--- src/rtl/sdram_trk_pkg.sv ---
// Package: command codes, bank states, error bit positions and the
// burst-length mapping shared by the command tracker modules.
package sdram_trk_pkg;

    typedef enum logic [3:0] {
        CMD_DESEL = 4'd0,
        CMD_NOP   = 4'd1,
        CMD_ACT   = 4'd2,
        CMD_RD    = 4'd3,
        CMD_WR    = 4'd4,
        CMD_BST   = 4'd5,
        CMD_PRE   = 4'd6,
        CMD_AREF  = 4'd7,
        CMD_SREF  = 4'd8,
        CMD_LMR   = 4'd9
    } cmd_e;

    typedef enum logic [1:0] {
        BK_IDLE  = 2'd0,
        BK_OPEN  = 2'd1,
        BK_PRECH = 2'd2
    } bank_e;

    localparam int ERR_W    = 6;
    localparam int ERR_RW   = 0;
    localparam int ERR_ACT  = 1;
    localparam int ERR_BST  = 2;
    localparam int ERR_REF  = 3;
    localparam int ERR_LMR  = 4;
    localparam int ERR_CKE  = 5;
    localparam int BURST_W  = 3;

    // Maps the burst-length field to clock cycles (two transfers per cycle).
    function automatic logic [BURST_W-1:0] burst_cycles(input logic [2:0] code);
        case (code)
            3'd2:    burst_cycles = 3'd2;
            3'd3:    burst_cycles = 3'd4;
            default: burst_cycles = 3'd1;
        endcase
    endfunction

endpackage

--- src/rtl/sdram_cmd_decode.sv ---
// Command decoder: combinational map of the strobe lines to a command code.
// Assumes the strobes are sampled by the caller on the same edge.
module sdram_cmd_decode
    import sdram_trk_pkg::*;
(
    input  logic cs_n,
    input  logic ras_n,
    input  logic cas_n,
    input  logic we_n,
    input  logic cke,
    output cmd_e cmd
);

    // Strobe pattern to command; refresh splits on clock enable.
    always_comb begin
        if (cs_n) begin
            cmd = CMD_DESEL;
        end else begin
            case ({ras_n, cas_n, we_n})
                3'b111:  cmd = CMD_NOP;
                3'b011:  cmd = CMD_ACT;
                3'b101:  cmd = CMD_RD;
                3'b100:  cmd = CMD_WR;
                3'b110:  cmd = CMD_BST;
                3'b010:  cmd = CMD_PRE;
                3'b001:  cmd = cke ? CMD_AREF : CMD_SREF;
                default: cmd = CMD_LMR;
            endcase
        end
    end

endmodule

--- src/rtl/sdram_mode_regs.sv ---
// Mode register pair: holds the base and extended mode words.
// Assumes at most one load request per cycle, already checked for legality.
module sdram_mode_regs #(
    parameter int OP_W = 13
) (
    input  logic            clk,
    input  logic            rst_n,
    input  logic            ld_base,
    input  logic            ld_ext,
    input  logic [OP_W-1:0] op,
    output logic [OP_W-1:0] base_q,
    output logic [OP_W-1:0] ext_q
);

    // Capture the op-code into whichever register is addressed.
    always_ff @(posedge clk) begin
        if (!rst_n) begin
            base_q <= '0;
            ext_q  <= '0;
        end else begin
            if (ld_base) base_q <= op;
            if (ld_ext)  ext_q  <= op;
        end
    end

    AST_ONE_TARGET: assert property (@(posedge clk) disable iff (!rst_n)
        $onehot0({ld_base, ld_ext}));
    AST_BASE_TAKES_OP: assert property (@(posedge clk) disable iff (!rst_n)
        ld_base |=> base_q == $past(op));

endmodule

--- src/rtl/sdram_bank_slot.sv ---
// One bank: idle/open/precharging state, open row, burst countdown and
// pending automatic precharge. Assumes the go inputs are already legal
// and mutually exclusive (one command per cycle).
module sdram_bank_slot
    import sdram_trk_pkg::*;
#(
    parameter int ROW_W   = 13,
    parameter int TRP_CYC = 3
) (
    input  logic               clk,
    input  logic               rst_n,
    input  logic               act_go,
    input  logic               rw_go,
    input  logic               rw_read,
    input  logic               rw_ap,
    input  logic               pre_go,
    input  logic               bst_go,
    input  logic [ROW_W-1:0]   row_in,
    input  logic [BURST_W-1:0] burst_len,
    output bank_e              state,
    output logic [ROW_W-1:0]   row,
    output logic               burst_on,
    output logic               ap_pend,
    output logic               ready,
    output logic               rw_ok,
    output logic               rd_plain
);

    localparam int CNT_W = $clog2(TRP_CYC + 1);
    localparam logic [CNT_W-1:0] TRP_LOAD = CNT_W'(TRP_CYC - 1);

    bank_e              st_q;
    logic [CNT_W-1:0]   cnt_q;
    logic [ROW_W-1:0]   row_q;
    logic [BURST_W-1:0] left_q;
    logic               rd_q;
    logic               ap_q;

    // Readiness and legality views of the current state.
    always_comb begin
        ready    = (st_q == BK_IDLE) || (st_q == BK_PRECH && cnt_q == '0);
        rw_ok    = (st_q == BK_OPEN) && !ap_q;
        rd_plain = (left_q != '0) && rd_q && !ap_q;
    end

    // State progression first, then the decoded command overrides it.
    always_ff @(posedge clk) begin
        if (!rst_n) begin
            st_q   <= BK_IDLE;
            cnt_q  <= '0;
            row_q  <= '0;
            left_q <= '0;
            rd_q   <= 1'b0;
            ap_q   <= 1'b0;
        end else begin
            if (st_q == BK_PRECH) begin
                if (cnt_q != '0) cnt_q <= cnt_q - 1'b1;
                else             st_q  <= BK_IDLE;
            end
            if (left_q != '0) begin
                left_q <= left_q - 1'b1;
                if (left_q == 3'd1 && ap_q) begin
                    st_q  <= BK_PRECH;
                    cnt_q <= TRP_LOAD;
                    ap_q  <= 1'b0;
                end
            end
            if (act_go) begin
                st_q  <= BK_OPEN;
                row_q <= row_in;
            end
            if (rw_go) begin
                left_q <= burst_len;
                rd_q   <= rw_read;
                ap_q   <= rw_ap;
            end
            if (pre_go) begin
                st_q   <= BK_PRECH;
                cnt_q  <= TRP_LOAD;
                left_q <= '0;
                ap_q   <= 1'b0;
            end
            if (bst_go) left_q <= '0;
        end
    end

    assign state    = st_q;
    assign row      = row_q;
    assign burst_on = (left_q != '0);
    assign ap_pend  = ap_q;

    AST_ACT_ONLY_READY: assert property (@(posedge clk) disable iff (!rst_n)
        act_go |-> ready);
    AST_RW_ONLY_OPEN: assert property (@(posedge clk) disable iff (!rst_n)
        rw_go |-> (st_q == BK_OPEN && !ap_q));
    AST_AP_CLOSES: assert property (@(posedge clk) disable iff (!rst_n)
        (left_q == 3'd1 && ap_q) |=> st_q == BK_PRECH);
    AST_TRP_EXPIRES: assert property (@(posedge clk) disable iff (!rst_n)
        (st_q == BK_PRECH && cnt_q == '0) |=> st_q != BK_PRECH);

endmodule

--- src/rtl/sdram_cmd_tracker.sv ---
// Top: decodes each sampled command, checks it against the per-bank state,
// drives the bank slots and mode registers, and registers the command code,
// error flags and load strobes. Assumes one command per clock edge.
module sdram_cmd_tracker
    import sdram_trk_pkg::*;
#(
    parameter int ADDR_W  = 13,
    parameter int BA_W    = 2,
    parameter int AP_BIT  = 10,
    parameter int TRP_CYC = 3
) (
    input  logic                   clk,
    input  logic                   rst_n,
    input  logic                   cs_n,
    input  logic                   ras_n,
    input  logic                   cas_n,
    input  logic                   we_n,
    input  logic                   cke,
    input  logic [ADDR_W-1:0]      addr,
    input  logic [BA_W-1:0]        ba,
    output logic [3:0]             cmd_code,
    output logic [ERR_W-1:0]       err_flags,
    output logic [2*(1<<BA_W)-1:0] bank_state,
    output logic [ADDR_W*(1<<BA_W)-1:0] bank_row,
    output logic [(1<<BA_W)-1:0]   burst_on,
    output logic [(1<<BA_W)-1:0]   ap_pend,
    output logic                   mode_ld,
    output logic                   emode_ld,
    output logic [ADDR_W-1:0]      ld_opcode,
    output logic [ADDR_W-1:0]      base_mode,
    output logic [ADDR_W-1:0]      ext_mode
);

    localparam int NB = 1 << BA_W;

    cmd_e               cmd;
    logic               cke_bad;
    logic               ok;
    logic               a10;
    logic [NB-1:0]      ready_v, rw_ok_v, rd_plain_v;
    logic [NB-1:0]      act_go_v, rw_go_v, pre_go_v, bst_go_v;
    logic [ERR_W-1:0]   err_d;
    logic               ld_base, ld_ext;
    logic [BURST_W-1:0] blen;
    cmd_e               cmd_q;
    logic [ERR_W-1:0]   err_q;
    logic               mode_ld_q, emode_ld_q;
    logic [ADDR_W-1:0]  opcode_q;

    sdram_cmd_decode u_dec (
        .cs_n  (cs_n),
        .ras_n (ras_n),
        .cas_n (cas_n),
        .we_n  (we_n),
        .cke   (cke),
        .cmd   (cmd)
    );

    assign a10  = addr[AP_BIT];
    assign blen = burst_cycles(base_mode[2:0]);

    // Legality of the sampled command against the bank and mode state.
    always_comb begin
        cke_bad = !cke && (cmd != CMD_DESEL) && (cmd != CMD_SREF);
        ok      = !cke_bad;
        err_d   = '0;
        err_d[ERR_CKE] = cke_bad;
        err_d[ERR_ACT] = ok && (cmd == CMD_ACT) && !ready_v[ba];
        err_d[ERR_RW]  = ok && (cmd == CMD_RD || cmd == CMD_WR) && !rw_ok_v[ba];
        err_d[ERR_BST] = ok && (cmd == CMD_BST) && (rd_plain_v == '0);
        err_d[ERR_REF] = ok && (cmd == CMD_AREF || cmd == CMD_SREF) && !(&ready_v);
        err_d[ERR_LMR] = ok && (cmd == CMD_LMR) && (ba > BA_W'(1));
        ld_base        = ok && (cmd == CMD_LMR) && (ba == BA_W'(0));
        ld_ext         = ok && (cmd == CMD_LMR) && (ba == BA_W'(1));
    end

    // Per-bank go signals and slot instances.
    for (genvar b = 0; b < NB; b++) begin : g_bank
        bank_e bstate;
        logic  bsel;
        assign bsel        = (ba == BA_W'(b));
        assign act_go_v[b] = ok && (cmd == CMD_ACT) && bsel && ready_v[b];
        assign rw_go_v[b]  = ok && (cmd == CMD_RD || cmd == CMD_WR) && bsel && rw_ok_v[b];
        assign pre_go_v[b] = ok && (cmd == CMD_PRE) && (a10 || bsel) && rw_ok_v[b];
        assign bst_go_v[b] = ok && (cmd == CMD_BST) && rd_plain_v[b];

        sdram_bank_slot #(
            .ROW_W   (ADDR_W),
            .TRP_CYC (TRP_CYC)
        ) u_slot (
            .clk       (clk),
            .rst_n     (rst_n),
            .act_go    (act_go_v[b]),
            .rw_go     (rw_go_v[b]),
            .rw_read   (cmd == CMD_RD),
            .rw_ap     (a10),
            .pre_go    (pre_go_v[b]),
            .bst_go    (bst_go_v[b]),
            .row_in    (addr),
            .burst_len (blen),
            .state     (bstate),
            .row       (bank_row[ADDR_W*b +: ADDR_W]),
            .burst_on  (burst_on[b]),
            .ap_pend   (ap_pend[b]),
            .ready     (ready_v[b]),
            .rw_ok     (rw_ok_v[b]),
            .rd_plain  (rd_plain_v[b])
        );
        assign bank_state[2*b +: 2] = bstate;
    end

    sdram_mode_regs #(.OP_W(ADDR_W)) u_mode (
        .clk     (clk),
        .rst_n   (rst_n),
        .ld_base (ld_base),
        .ld_ext  (ld_ext),
        .op      (addr),
        .base_q  (base_mode),
        .ext_q   (ext_mode)
    );

    // Registered report of command, flags, strobes and last op-code.
    always_ff @(posedge clk) begin
        if (!rst_n) begin
            cmd_q      <= CMD_DESEL;
            err_q      <= '0;
            mode_ld_q  <= 1'b0;
            emode_ld_q <= 1'b0;
            opcode_q   <= '0;
        end else begin
            cmd_q      <= cmd;
            err_q      <= err_d;
            mode_ld_q  <= ld_base;
            emode_ld_q <= ld_ext;
            if (ld_base || ld_ext) opcode_q <= addr;
        end
    end

    assign cmd_code  = cmd_q;
    assign err_flags = err_q;
    assign mode_ld   = mode_ld_q;
    assign emode_ld  = emode_ld_q;
    assign ld_opcode = opcode_q;

    AST_IDLE_CMD_KEEPS_ROWS: assert property (@(posedge clk) disable iff (!rst_n)
        (cmd == CMD_NOP || cmd == CMD_DESEL) |=> $stable(bank_row));
    AST_BAD_LMR_NO_STROBE: assert property (@(posedge clk) disable iff (!rst_n)
        err_q[ERR_LMR] |-> !(mode_ld_q || emode_ld_q));
    AST_CKE_BLOCKS_ACT: assert property (@(posedge clk) disable iff (!rst_n)
        cke_bad |-> (act_go_v == '0 && rw_go_v == '0 && pre_go_v == '0));

endmodule

--- config.mk ---
export PLATFORM = sky130hd
export DESIGN_NAME = sdram_cmd_tracker
export DESIGN_NICKNAME = d
export VERILOG_FILES = /design/src/rtl/sdram_trk_pkg.sv /design/src/rtl/sdram_cmd_decode.sv /design/src/rtl/sdram_mode_regs.sv /design/src/rtl/sdram_bank_slot.sv /design/src/rtl/sdram_cmd_tracker.sv
export SDC_FILE = /design/constraint.sdc
export NUM_CORES = 1
export LEC_CHECK = 0
export BUFFER_PORTS_ARGS = -buffer_cell sky130_fd_sc_hd__buf_2
export CORE_MARGIN = 2
export CORE_UTILIZATION = 58
export DETAILED_ROUTE_END_ITERATION = 8
export GPL_ROUTABILITY_DRIVEN = 0
export PLACE_DENSITY = 0.85
export SETUP_SLACK_MARGIN = 0.2
export SYNTH_ARGS = -nofsm -noshare
export SYNTH_HDL_FRONTEND = slang
export SYNTH_HIERARCHICAL = 1
export SYNTH_SLANG_ARGS = --single-unit
--- constraint.sdc ---
create_clock -name clk -period 4.69 [get_ports clk]
set_input_delay 0.938 -clock clk [delete_from_list [all_inputs] [get_ports clk]]
set_output_delay 0.938 -clock clk [all_outputs]
set_load 0.005 [all_outputs]
## Yosys cells after proc, flatten, opt, wreduce, memory -nomap -nowiden

Cells that the tools add are included.
Widths: inputs -> output; s select.

| word-level totals | value |
|---|---|
| logic and storage cells | 278 |
| output and inout port bits | 119 |
| bits in registers | 139 |
| input port bits | 22 |

| cells by class | value |
|---|---|
| magnitude comparators | 2 |
| bitwise logic cells | 1 |
| reduce and logical (&&, ||, !) cells | 123 |
| eq/ne operators | 33 |
| multiplexer cells | 72 |
| $add $sub $neg | 8 |

Operator list:

| cell | count |
|---|---|
| $mux 2 | 44 |
| $logic_and 1x1->1 | 63 |
| $pmux 4 s7 | 1 |
| $mux 3 | 8 |
| $reduce_bool 2->1 | 12 |
| $logic_not 2->1 | 9 |
| $eq 4x3->1 const B | 4 |
| $eq 3x1->1 const B | 5 |
| $mux 1 | 14 |
| $eq 2x2->1 const B | 6 |
| $eq 3x2->1 const B | 4 |
| $eq 3x3->1 const B | 4 |
| $reduce_bool 3->1 | 4 |
| $reduce_or 3->1 | 4 |
| $sub 3x1->3 const B | 4 |
| $logic_or 1x1->1 | 11 |
| $eq 2x1->1 const B | 5 |
| $logic_not 1->1 | 9 |
| $eq 4x2->1 const B | 2 |
| $eq 4x4->1 const B | 2 |
| $mux 4 | 2 |
| $reduce_and 2->1 | 4 |
| $reduce_or 2->1 | 4 |
| $sub 2x1->2 const B | 4 |
| other kinds (9) | 10 |

## Depth between registers and ports, before layout

Gate-level depths: netlist of run 1.

| depth | value |
|---|---|
| depth in word-level cells | 12 |
| depth in mapped cells | 11 |

## Modules after synthesis

Netlist of run 1, hierarchy kept.

Modules (own cells, without submodules):

| module | cells an instance | times used | area each (µm²) | sequential area each (µm²) |
|---|---|---|---|---|
| sdram_bank_slot | 96 | 4 | 948.4 | 440.4 |
| sdram_cmd_tracker | 142 | 1 | 1255.0 | 500.5 |
| sdram_mode_regs | 84 | 1 | 1013.5 | 520.5 |
| sdram_cmd_decode | 12 | 1 | 73.8 | 0.0 |

## Least setup slack after synthesis of run 1

Ideal clock, no wire load.

| timing path | value |
|---|---|
| kind | input to register |
| start | input port ras_n |
| end | register g_bank[3].u_slot.left_q[0] |
| setup slack | 1893 ps |
| stages | 9 |
| arrival | 2694 ps |
| required time | 4587 ps |
| library setup time | 103 ps |
| buffers on the path | 2 |
| cell sequence | o21a_1 > nor3_1 > buf_6 > or3b_1 > a21oi_2 > and3_1 > buf_2 > nor3_1 > a2111oi_2 |

| between the ends | value |
|---|---|
| longest elaborated chain between the ends | 11 |

Ends and longest elaborated chain:

| item | RTL line | RTL |
|---|---|---|
| start, declared | sdram_cmd_tracker.sv:15 | `input logic ras_n,` |
| $eq 3x1->1, or another cell as far along | sdram_cmd_decode.sv:19 | `case ({ras_n, cas_n, we_n})` |
| $pmux 4 s7 * | sdram_cmd_decode.sv:19 |  |
| $mux 4 * | sdram_cmd_decode.sv:16 | `if (cs_n) begin` |
| via cmd[2] | sdram_cmd_tracker.sv:36 | `cmd_e cmd;` |
| $reduce_bool 4->1 | sdram_cmd_tracker.sv:64 | `cke_bad = !cke && (cmd != CMD_DESEL) && (cmd != CMD_SREF);` |
| $logic_and 1x1->1 (2 in a row) | sdram_cmd_tracker.sv:64 |  |
| $logic_not 1->1 | sdram_cmd_tracker.sv:65 | `ok = !cke_bad;` |
| $logic_and 1x1->1 * (3 in a row) | sdram_cmd_tracker.sv:83 | `assign rw_go_v[b] = ok && (cmd == CMD_RD \|\| cmd == CMD_WR) && bsel && rw_ok_v[b];` |
| via rw_go_v[3] | sdram_cmd_tracker.sv:41 | `logic [NB-1:0] act_go_v, rw_go_v, pre_go_v, bst_go_v;` |
| $mux 3 / $reduce_bool 2->1 (equally long branches) | -- |  |
| end signal, assigned | sdram_bank_slot.sv:61 | `left_q <= left_q - 1'b1;` |
| end signal, assigned | sdram_bank_slot.sv:73 | `left_q <= burst_len;` |
| end, declared | sdram_bank_slot.sv:35 | `logic [BURST_W-1:0] left_q;` |

The timed path passes the listed nets; every way through them passes the cells marked *.
A chain may end at the register's enable or synchronous reset.

## Final worst setup path of run 1

| timing path | value |
|---|---|
| start | input port ras_n |
| end | register g_bank[2].u_slot.left_q[0] |

| between the ends | value |
|---|---|
| longest elaborated chain between the ends | 11 |

Ends and longest elaborated chain:

| item | RTL line |
|---|---|
| $eq 3x1->1, or another cell as far along | sdram_cmd_decode.sv:19 |
| $pmux 4 s7 * | sdram_cmd_decode.sv:19 |
| $mux 4 * | sdram_cmd_decode.sv:16 |
| via cmd[2] | sdram_cmd_tracker.sv:36 |
| $reduce_bool 4->1 | sdram_cmd_tracker.sv:64 |
| $logic_and 1x1->1 (2 in a row) | sdram_cmd_tracker.sv:64 |
| $logic_not 1->1 | sdram_cmd_tracker.sv:65 |
| $logic_and 1x1->1 * (3 in a row) | sdram_cmd_tracker.sv:83 |
| via rw_go_v[2] | sdram_cmd_tracker.sv:41 |
| $mux 3 / $reduce_bool 2->1 (equally long branches) | -- |
| end signal, assigned | sdram_bank_slot.sv:61 |
| end signal, assigned | sdram_bank_slot.sv:73 |
| end, declared | sdram_bank_slot.sv:35 |

Marks and branches as above.

==> flow_summary.rst, run 1 <==
.. list-table::
   :header-rows: 1

   * - Metric
     - Value
   * - Run status
     - finished, final reports clean
   * - Final Cell Area
     - roughly 7400 sq um
   * - Ports placed on the boundary
     - around 140
   * - Max Clock Skew
     - 0.00823 ns
   * - Worst Path Max Fanout
     - 11
   * - Share of the clock period used by the worst path after layout
     - 0.677
   * - Antenna Violating Nets Remaining
     - 0
   * - Std cell rows
     - 37
   * - Number of buffer cells added on primary ports
     - 140
   * - Total negative slack for setup checks
     - 0 ns
   * - M2 GR Usage
     - 0.470
   * - Critical path class
     - in -> reg
   * - Clock latency on the worst-skew pair
     - between 0.5 and 0.6 ns
   * - Worst setup path endpoint
     - g_bank[2].u_slot/left_q[0]$_SDFFE_PP0P_
   * - Synthesized area per cell
     - 9.86 sq um
   * - Number of standard cells in the layout, taps in and fillers out
     - 900
   * - Clock slew seen by the registers of the worst setup and hold paths
     - about 0.06 ns
   * - Max-capacitance violation count
     - 0
   * - Die footprint
     - 11400 sq um
   * - Endpoint of the most critical register-to-register path
     - g_bank[2].u_slot/row[12]$_SDFFE_PN0P_
   * - Count of state elements after synthesis
     - roughly 140
   * - Setup Fix Bufs, Post-CTS
     - 0
   * - Net count after synthesis
     - around 660
   * - Arrival time reported for the critical path endpoint
     - 3.59 ns
   * - Worst path max stage delay
     - between 0.7 and 0.8 ns
   * - Top flip-flop cell by instance count after synthesis
     - sky130_fd_sc_hd__dfxtp_1
   * - Routing usage on met1
     - 0.309
   * - CTS hold repair buffers
     - 0
   * - CTS tree
     - built
   * - Via count
     - around 5000
   * - Die height
     - approximately 110 microns
   * - R2r setup slk
     - roughly 2.6 ns
   * - Met3 usage in global routing
     - 0.0924
   * - Synthesized area
     - about 6100 sq um
   * - Max Root-Sink Buffers
     - 2
   * - Cell type group with the largest total delay on the critical path
     - simple AND/OR/NAND/NOR gates
   * - Effective utilization at floorplan
     - 0.597
   * - Final net count
     - 785
   * - Sort of element at the end of the critical path
     - flop
   * - Pwr Density
     - between 400 and 500 nW/um^2
   * - Kind of path behind the tightest hold check
     - reg -> reg
   * - Number of detailed-routing iterations run before antenna repair
     - 5
   * - Fraction of layout cells with a size suffix above 1
     - 0.262
   * - Root buffer cell
     - sky130_fd_sc_hd__clkbuf_8
   * - Die outline width
     - ~110 microns
   * - Antenna cells
     - 0
   * - Slew margin rel.
     - 0.355
   * - Number of placed instances, taps included
     - ~870
   * - Final critical delay including setup and external delays
     - 3.18 ns
   * - Fmax
     - ~310 MHz
   * - Series of cell instances along the critical path
     - buf_2 > o21a_1 > nor3_1 > or3b_1 > a21oi_2 > and3_1 > nor3_1 > a2111oi_2
   * - Vias in the first global route
     - around 5000
   * - Half-perimeter wire length after placement
     - between 10 and 15 mm
   * - Pin count of the biggest net entering global routing
     - 45
   * - Number of instances in the synthesized netlist
     - 622
   * - Count of unique library cells instantiated by Yosys
     - 45
   * - DRT Wirelength
     - around 15 mm
   * - Crit path depth
     - 8
   * - Detailed-route wire length per cell
     - between 15 and 20 microns
   * - RSZ-0062 raised after global routing
     - no
   * - Global-route wire length before repair
     - between 20 and 25 mm
   * - Sinks on Clock Net
     - ~140
   * - Static Leakage
     - 3.09 nW
   * - Post-cts resize count
     - 0
   * - Slew at the pin closest to its max-slew limit
     - about 0.96 ns
   * - Number of antenna violations at the first check in global routing
     - 0
   * - Number of CTS-inserted buffers
     - 17
   * - Maximum level of the CTS H-tree
     - 4
   * - Highest-delay cell along the critical path
     - sky130_fd_sc_hd__nor3_1
   * - Final worst hold slack
     - 0.463 ns
   * - Source of the worst register-to-register timing path
     - g_bank[2].u_slot/cnt_q[0]$_SDFF_PP0_
   * - Worst IR Drop VDD
     - ~250 uV
   * - Asr flop ratio synth
     - 0
   * - Count of buffering cells on the critical path with inverters included
     - 1
   * - Area of the core region
     - a little over 10000 sq um
   * - Instance area after placement
     - around 6800 sq um
   * - Synth warn
     - 6
   * - Portion of the post-synthesis area used by sequential elements
     - 0.454
   * - Critical path launch point type
     - primary input
   * - Most Frequent Cell on Critical Path
     - sky130_fd_sc_hd__nor3_1
   * - Depth of the most critical reg-to-reg path
     - 5
   * - Gr usage total
     - 0.272
   * - Most used routing layer in global routing
     - met2
   * - DRT iter0 DRCs
     - 327
   * - EDFF count, synth
     - 0
   * - Final Hold Viols
     - 0
   * - Post-detailed-route via-to-cell ratio
     - roughly 5.6
   * - Residual overflow from global routing
     - 0
   * - Launch point of the worst path
     - ras_n
   * - Setup Viol. Count Final
     - 0
   * - Max Transition Viols Final
     - 0
   * - Area Overhead vs Synth
     - 20.3%
   * - Required time at the worst-slack endpoint
     - approximately 5.1 ns
   * - Remaining DRCs
     - 0
   * - Post-Route Utilization
     - 0.718
## Yosys cell counts (10+ instances only)
master	count	area share
sky130_fd_sc_hd__nand2_1	33	0.020
sky130_fd_sc_hd__a21oi_1	11	0.0090
sky130_fd_sc_hd__dfxtp_1	139	0.45
sky130_fd_sc_hd__mux2i_1	95	0.15
sky130_fd_sc_hd__ha_1	12	0.024
sky130_fd_sc_hd__buf_2	11	0.0090
sky130_fd_sc_hd__nor3_1	20	0.016
sky130_fd_sc_hd__clkbuf_1	10	0.0061
sky130_fd_sc_hd__inv_1	31	0.019
sky130_fd_sc_hd__and3_1	10	0.010
sky130_fd_sc_hd__nor2b_1	50	0.051
sky130_fd_sc_hd__nor3b_1	13	0.016
sky130_fd_sc_hd__nor2_1	76	0.046
sky130_fd_sc_hd__o21ai_0	12	0.0098
## layout by cell type, fill, tap and decap left out, types with 5 or more instances in the layout
| cell type | instances |
|---|---|
| sky130_fd_sc_hd__a2111oi_2 | 8 |
| sky130_fd_sc_hd__a211oi_1 | 5 |
| sky130_fd_sc_hd__a21oi_1 | 11 |
| sky130_fd_sc_hd__a31oi_1 | 8 |
| sky130_fd_sc_hd__and2_1 | 9 |
| sky130_fd_sc_hd__and3_1 | 10 |
| sky130_fd_sc_hd__buf_2 | 140 |
| sky130_fd_sc_hd__clkbuf_16 | 16 |
| sky130_fd_sc_hd__dfxtp_1 | 139 |
| sky130_fd_sc_hd__ha_1 | 12 |
| sky130_fd_sc_hd__inv_1 | 31 |
| sky130_fd_sc_hd__mux2i_1 | 95 |
| sky130_fd_sc_hd__nand2_1 | 33 |
| sky130_fd_sc_hd__nand2b_1 | 6 |
| sky130_fd_sc_hd__nor2_1 | 76 |
| sky130_fd_sc_hd__nor2b_1 | 50 |
| sky130_fd_sc_hd__nor3_1 | 19 |
| sky130_fd_sc_hd__nor3b_1 | 13 |
| sky130_fd_sc_hd__nor4bb_1 | 5 |
| sky130_fd_sc_hd__o21a_1 | 6 |
| sky130_fd_sc_hd__o21ai_0 | 12 |
## metal layers
| metal | wire (microns) | part of all wire |
|---|---|---|
| met1 | 6170 | 0.41 |
| met4 | 317 | 0.021 |
| met5 | 0 | 0 |
| met2 | 7530 | 0.50 |
| met3 | 1190 | 0.078 |
## logic make-up (layout without fill, tap and decap cells)
group           count (synthesis)  in the layout  synth area share
fa+ha+maj                      12             12            0.0245
buf+inv                        64            206            0.0579
flops                         139            139             0.454
mux                            98             98             0.164
simple gates                  245            245             0.219
compound gates                 64             64            0.0810
## registers in the layout, summed over array words and instances (netlist names)
name,count
g_bank.u_slot/state,8
u_mode/base_q,13
g_bank.u_slot/row,52
u_mode/ext_q,13
mode_ld,1
err_flags,6
g_bank.u_slot/ap_pend,4
ld_opcode,13
emode_ld,1
g_bank.u_slot/rd_q,4
g_bank.u_slot/left_q,12
cmd_code,4
g_bank.u_slot/cnt_q,8
## how the worst min path moves through the flow
stage / startpoint / to / slack [ns] / cells past startpoint
4_1_cts: ld_opcode[11]$_SDFFE_PN0P_ / ld_opcode[11]$_SDFFE_PN0P_ / 0.46 / 2
2_1_floorplan: ld_opcode[0]$_SDFFE_PN0P_ / ld_opcode[0]$_SDFFE_PN0P_ / 0.45 / 2
3_3_place_gp: ld_opcode[11]$_SDFFE_PN0P_ / ld_opcode[11]$_SDFFE_PN0P_ / 0.44 / 2
6_report: ld_opcode[1]$_SDFFE_PN0P_ / ld_opcode[1]$_SDFFE_PN0P_ / 0.46 / 2
3_5_place_dp: ld_opcode[7]$_SDFFE_PN0P_ / ld_opcode[7]$_SDFFE_PN0P_ / 0.46 / 2
5_1_grt: ld_opcode[1]$_SDFFE_PN0P_ / ld_opcode[1]$_SDFFE_PN0P_ / 0.49 / 2
## power by group
group | internal (mW) | switching, mW | leakage (nW)
Clock | 0.790 | 0.517 | 0.275
Combinational | 0.201 | 0.306 | 1.69
Sequential | 1.24 | 0.0368 | 1.12
## tightest hold or removal path, stage by stage, from the launching register on
cell                      delay (ns)
sky130_fd_sc_hd__dfxtp_1        0.31
sky130_fd_sc_hd__nand2_1        0.05
sky130_fd_sc_hd__mux2i_1        0.05
## per-stage QoR
| stage | setup WS, ns | total power, mW |
|---|---|---|
| floorplan | 1.89 | 1.64 |
| global placement | 1.19 | 1.76 |
| detailed placement | 1.02 | 1.79 |
| CTS | 1.58 | 3.10 |
| global route | 1.27 | 3.22 |
| finish | 1.51 | 3.09 |
## cell type report
cell class              instances  area [sq um]
multi-input cells             419          3000
fillers                       776          2900
flip-flops and latches        139          2780
repair buffers                143           723
clock buffers                  20           445
well taps                     136           170
clock inverters                12           139
inverters                      31           116
Note: power is estimated with default switching activity, not from simulation.
==> run 2: changes to the inputs <==
--- a/config.mk
+++ b/config.mk
@@ -7,10 +7,10 @@
 export LEC_CHECK = 0
 export BUFFER_PORTS_ARGS = -buffer_cell sky130_fd_sc_hd__buf_2
 export CORE_MARGIN = 2
-export CORE_UTILIZATION = 58
+export CORE_UTILIZATION = 49
 export DETAILED_ROUTE_END_ITERATION = 8
 export GPL_ROUTABILITY_DRIVEN = 0
-export PLACE_DENSITY = 0.85
+export PLACE_DENSITY = 0.76
 export SETUP_SLACK_MARGIN = 0.2
 export SYNTH_ARGS = -nofsm -noshare
 export SYNTH_HDL_FRONTEND = slang
==> constraint.sdc (replaced) <==
create_clock -name clk -period 2.65 [get_ports clk]
set_input_delay 0.53 -clock clk [delete_from_list [all_inputs] [get_ports clk]]
set_output_delay 0.53 -clock clk [all_outputs]
set_load 0.005 [all_outputs]
==> run 2 against run 1 <==
Critical path depth stayed put. Final cell count is 5.3% higher. Global-route usage is 2.9 points lower.
==> flow_summary.rst, run 2 (synthesized netlist as in run 1, its figures left out) <==
.. list-table::
   :header-rows: 1

   * - Metric
     - Value
   * - Run status
     - finished, final reports clean
   * - Maximum level of the CTS H-tree
     - 4
   * - Most common cell after layout, fill and taps aside
     - sky130_fd_sc_hd__buf_2
   * - Worst Path Max Fanout
     - 10
   * - Most frequent cells in the layout
     - 140 x sky130_fd_sc_hd__buf_2, 139 x sky130_fd_sc_hd__dfxtp_1, 95 x sky130_fd_sc_hd__mux2i_1
   * - Max Root-Sink Buffers
     - 2
   * - Post-detailed-route via-to-cell ratio
     - between 5 and 6
   * - Number of antenna violations at the first check in global routing
     - 0
   * - Max-capacitance violation count
     - 0
   * - Die outline width
     - about 120 microns
   * - Setup Viol. Count Final
     - 0
   * - Number of buffer cells added on primary ports
     - 140
   * - Clock slew seen by the registers of the worst setup and hold paths
     - 0.05 ns
   * - Final-layout fill cell count
     - just over 1000
   * - Final net count
     - ~800
   * - Net switching power of the design
     - about 1.5 mW
   * - Internal power of the cells
     - roughly 4.0 mW
   * - Sinks on Clock Net
     - 139
   * - Slew margin rel.
     - 0.597
   * - Kind of path behind the tightest hold check
     - in -> reg
   * - Final critical delay including setup and external delays
     - 2.29 ns
   * - Detailed-route wire length per cell
     - approximately 16 microns
   * - Max Transition Viols Final
     - 0
   * - Setup Fix Bufs, Post-CTS
     - 0
   * - Endpoint of the most critical register-to-register path
     - g_bank[3].u_slot/left_q[0]$_SDFFE_PP0P_
   * - Via count
     - 5043
   * - Effective utilization at floorplan
     - 0.507
   * - Final worst hold slack
     - 0.416 ns
   * - Number of CTS-inserted buffers
     - 17
   * - Depth of the most critical reg-to-reg path
     - 7
   * - Residual overflow from global routing
     - 0
   * - Antenna Violating Nets Remaining
     - 0
   * - Fraction of layout cells with a size suffix above 1
     - 0.278
   * - Max Clock Skew
     - slightly above 0.009 ns
   * - Sequential share of power
     - 0.414
   * - Destination of the worst hold path
     - err_flags[5]$_SDFF_PN0_
   * - Fraction of power consumed by combinational cells
     - 0.167
   * - Required time at the worst-slack endpoint
     - between 2 and 3 ns
   * - Arrival time reported for the critical path endpoint
     - between 2 and 3 ns
   * - Number of placed instances, taps included
     - ~920
   * - CTS tree
     - built
   * - Start point of the worst min-delay path
     - cke
   * - Ports placed on the boundary
     - 141
   * - Critical path class
     - in -> reg
   * - WHS Path Cells
     - 2
   * - DRT Wirelength
     - ~16 mm
   * - Power share of the clock group
     - 0.420
   * - Die footprint
     - roughly 13000 sq um
   * - Sort of element at the end of the critical path
     - flop
   * - Static Leakage
     - about 3.2 nW
   * - Global-route wire length before repair
     - ~25 mm
   * - Antenna cells
     - 0
   * - Half-perimeter wire length after placement
     - between 10 and 15 mm
   * - Fmax
     - 437 MHz
   * - Pwr Density
     - 715 nW/um^2
   * - Switching share of power
     - 0.272
   * - Pin count of the biggest net entering global routing
     - 49
   * - Source of the worst register-to-register timing path
     - g_bank[3].u_slot/left_q[0]$_SDFFE_PP0P_
   * - Slew at the pin closest to its max-slew limit
     - approximately 0.60 ns
   * - Std cell rows
     - 40
   * - Final Hold Viols
     - 0
   * - Area of the core region
     - between 10000 and 15000 sq um
   * - Worst IR Drop VDD
     - around 420 uV
   * - Die height
     - approximately 120 microns
   * - CTS hold repair buffers
     - 0
   * - Area Overhead vs Synth
     - 24.2%
   * - Remaining DRCs
     - 0
   * - Vias in the first global route
     - around 5000
   * - Gr usage total
     - 0.242
   * - RSZ-0062 raised after global routing
     - no
   * - Critical path launch point type
     - primary input
   * - Clock latency on the worst-skew pair
     - roughly 0.42 ns
   * - Root buffer cell
     - sky130_fd_sc_hd__clkbuf_16
   * - R2r setup slk
     - ~0.76 ns
   * - DRT iter0 DRCs
     - about 260
   * - Number of standard cells in the layout, taps in and fillers out
     - 948
   * - Share of the clock period used by the worst path after layout
     - 0.863
   * - Flip-flop count of the largest register, all copies and words added
     - between 50 and 60
   * - Number of detailed-routing iterations run before antenna repair
     - 5
==> run 2: cell types whose count changed in the layout (fill, tap and decap cells not counted) <==
| cell | previous run | this run |
|---|---|---|
| sky130_fd_sc_hd__nor2b_2 | 1 | 2 |
| sky130_fd_sc_hd__buf_4 | 3 | 13 |
| sky130_fd_sc_hd__and3_2 | 0 | 1 |
| sky130_fd_sc_hd__and3_1 | 10 | 9 |
| sky130_fd_sc_hd__inv_6 | 3 | 0 |
| sky130_fd_sc_hd__clkbuf_1 | 1 | 2 |
| sky130_fd_sc_hd__clkinv_4 | 2 | 4 |
| sky130_fd_sc_hd__clkinvlp_4 | 4 | 2 |
| sky130_fd_sc_hd__buf_12 | 0 | 6 |
| sky130_fd_sc_hd__nor2b_1 | 50 | 49 |
| sky130_fd_sc_hd__clkbuf_8 | 3 | 5 |
| sky130_fd_sc_hd__bufinv_16 | 2 | 1 |
| sky130_fd_sc_hd__clkbuf_16 | 16 | 17 |
==> run 2: power groups by stage <==
stage | Clock (mW) | Sequential [mW] | Combinational (mW)
final | 2.29 | 2.25 | 0.908
after floorplan | 0 | 2.28 | 0.628
after CTS | 2.32 | 2.25 | 0.908
after global routing | 2.42 | 2.26 | 1.02
after detailed placement | 0 | 2.30 | 0.895
after global placement | 0 | 2.29 | 0.844
==> run 2: cell type report <==
cell class / count / area [sq um] / area share
inverter: 31 / 116 / 0.0153
clock inverter: 8 / 85.1 / 0.0112
sequential: 139 / 2780 / 0.365
clock buffer: 24 / 502 / 0.0658
tap: 168 / 210 / 0.0276
timing repair buffer: 159 / 918 / 0.121
multi-input combinational: 419 / 3010 / 0.395
==> run 2: worst max path at each step <==
stage | startpoint | endpoint | slack [ns]
after CTS | ras_n | g_bank[3].u_slot/left_q[0]$_SDFFE_PP0P_ | 0.38
after global placement | ras_n | g_bank[1].u_slot/left_q[0]$_SDFFE_PP0P_ | 0.09
after detailed placement | cke | g_bank[0].u_slot/left_q[0]$_SDFFE_PP0P_ | -0.03
after global routing | cke | g_bank[3].u_slot/left_q[1]$_SDFFE_PP0P_ | 0.22
final | ras_n | g_bank[3].u_slot/left_q[0]$_SDFFE_PP0P_ | 0.36
after floorplan | ras_n | g_bank[3].u_slot/left_q[0]$_SDFFE_PP0P_ | 0.26
==> run 2: per-layer routing <==
layer / GRT usage / share of wire / vias to the layer above
li1: - / - / 2425
met2: 0.403 / 0.49 / 188
met3: 0.108 / 0.096 / 23
met5: 0 / 0 / -
met1: 0.283 / 0.40 / 2407
met4: 0.0722 / 0.011 / 0
==> run 2: what timing repair did <==
item,CTS,global route
setup endpoints to repair,0,1
resized for setup,0,2
endpoints found under the hold margin,0,0
==> run 2: worst max-delay path: stages <==
cell	delay [ns]
sky130_fd_sc_hd__buf_2	0.13
sky130_fd_sc_hd__o21a_1	0.18
sky130_fd_sc_hd__nor3_1	0.23
sky130_fd_sc_hd__or3b_1	0.39
sky130_fd_sc_hd__a21oi_2	0.26
sky130_fd_sc_hd__and3_1	0.42
sky130_fd_sc_hd__nor3_1	0.16
sky130_fd_sc_hd__a2111oi_2	0.30
==> run 2: metrics by stage <==
| step | power [mW] | setup WS [ns] | utilization | TNS, ns | instance area (sq um) |
|---|---|---|---|---|---|
| floorplan | 2.91 | 0.261 | - | 0 | 6140 |
| global placement | 3.13 | 0.0879 | 0.580 | 0 | 7030 |
| detailed placement | 3.19 | -0.0348 | 0.580 | -0.0548 | 7030 |
| CTS | 5.48 | 0.381 | 0.629 | 0 | 7620 |
| global route | 5.70 | 0.218 | 0.629 | 0 | 7620 |
| finish | 5.45 | 0.363 | 0.629 | 0 | 7620 |
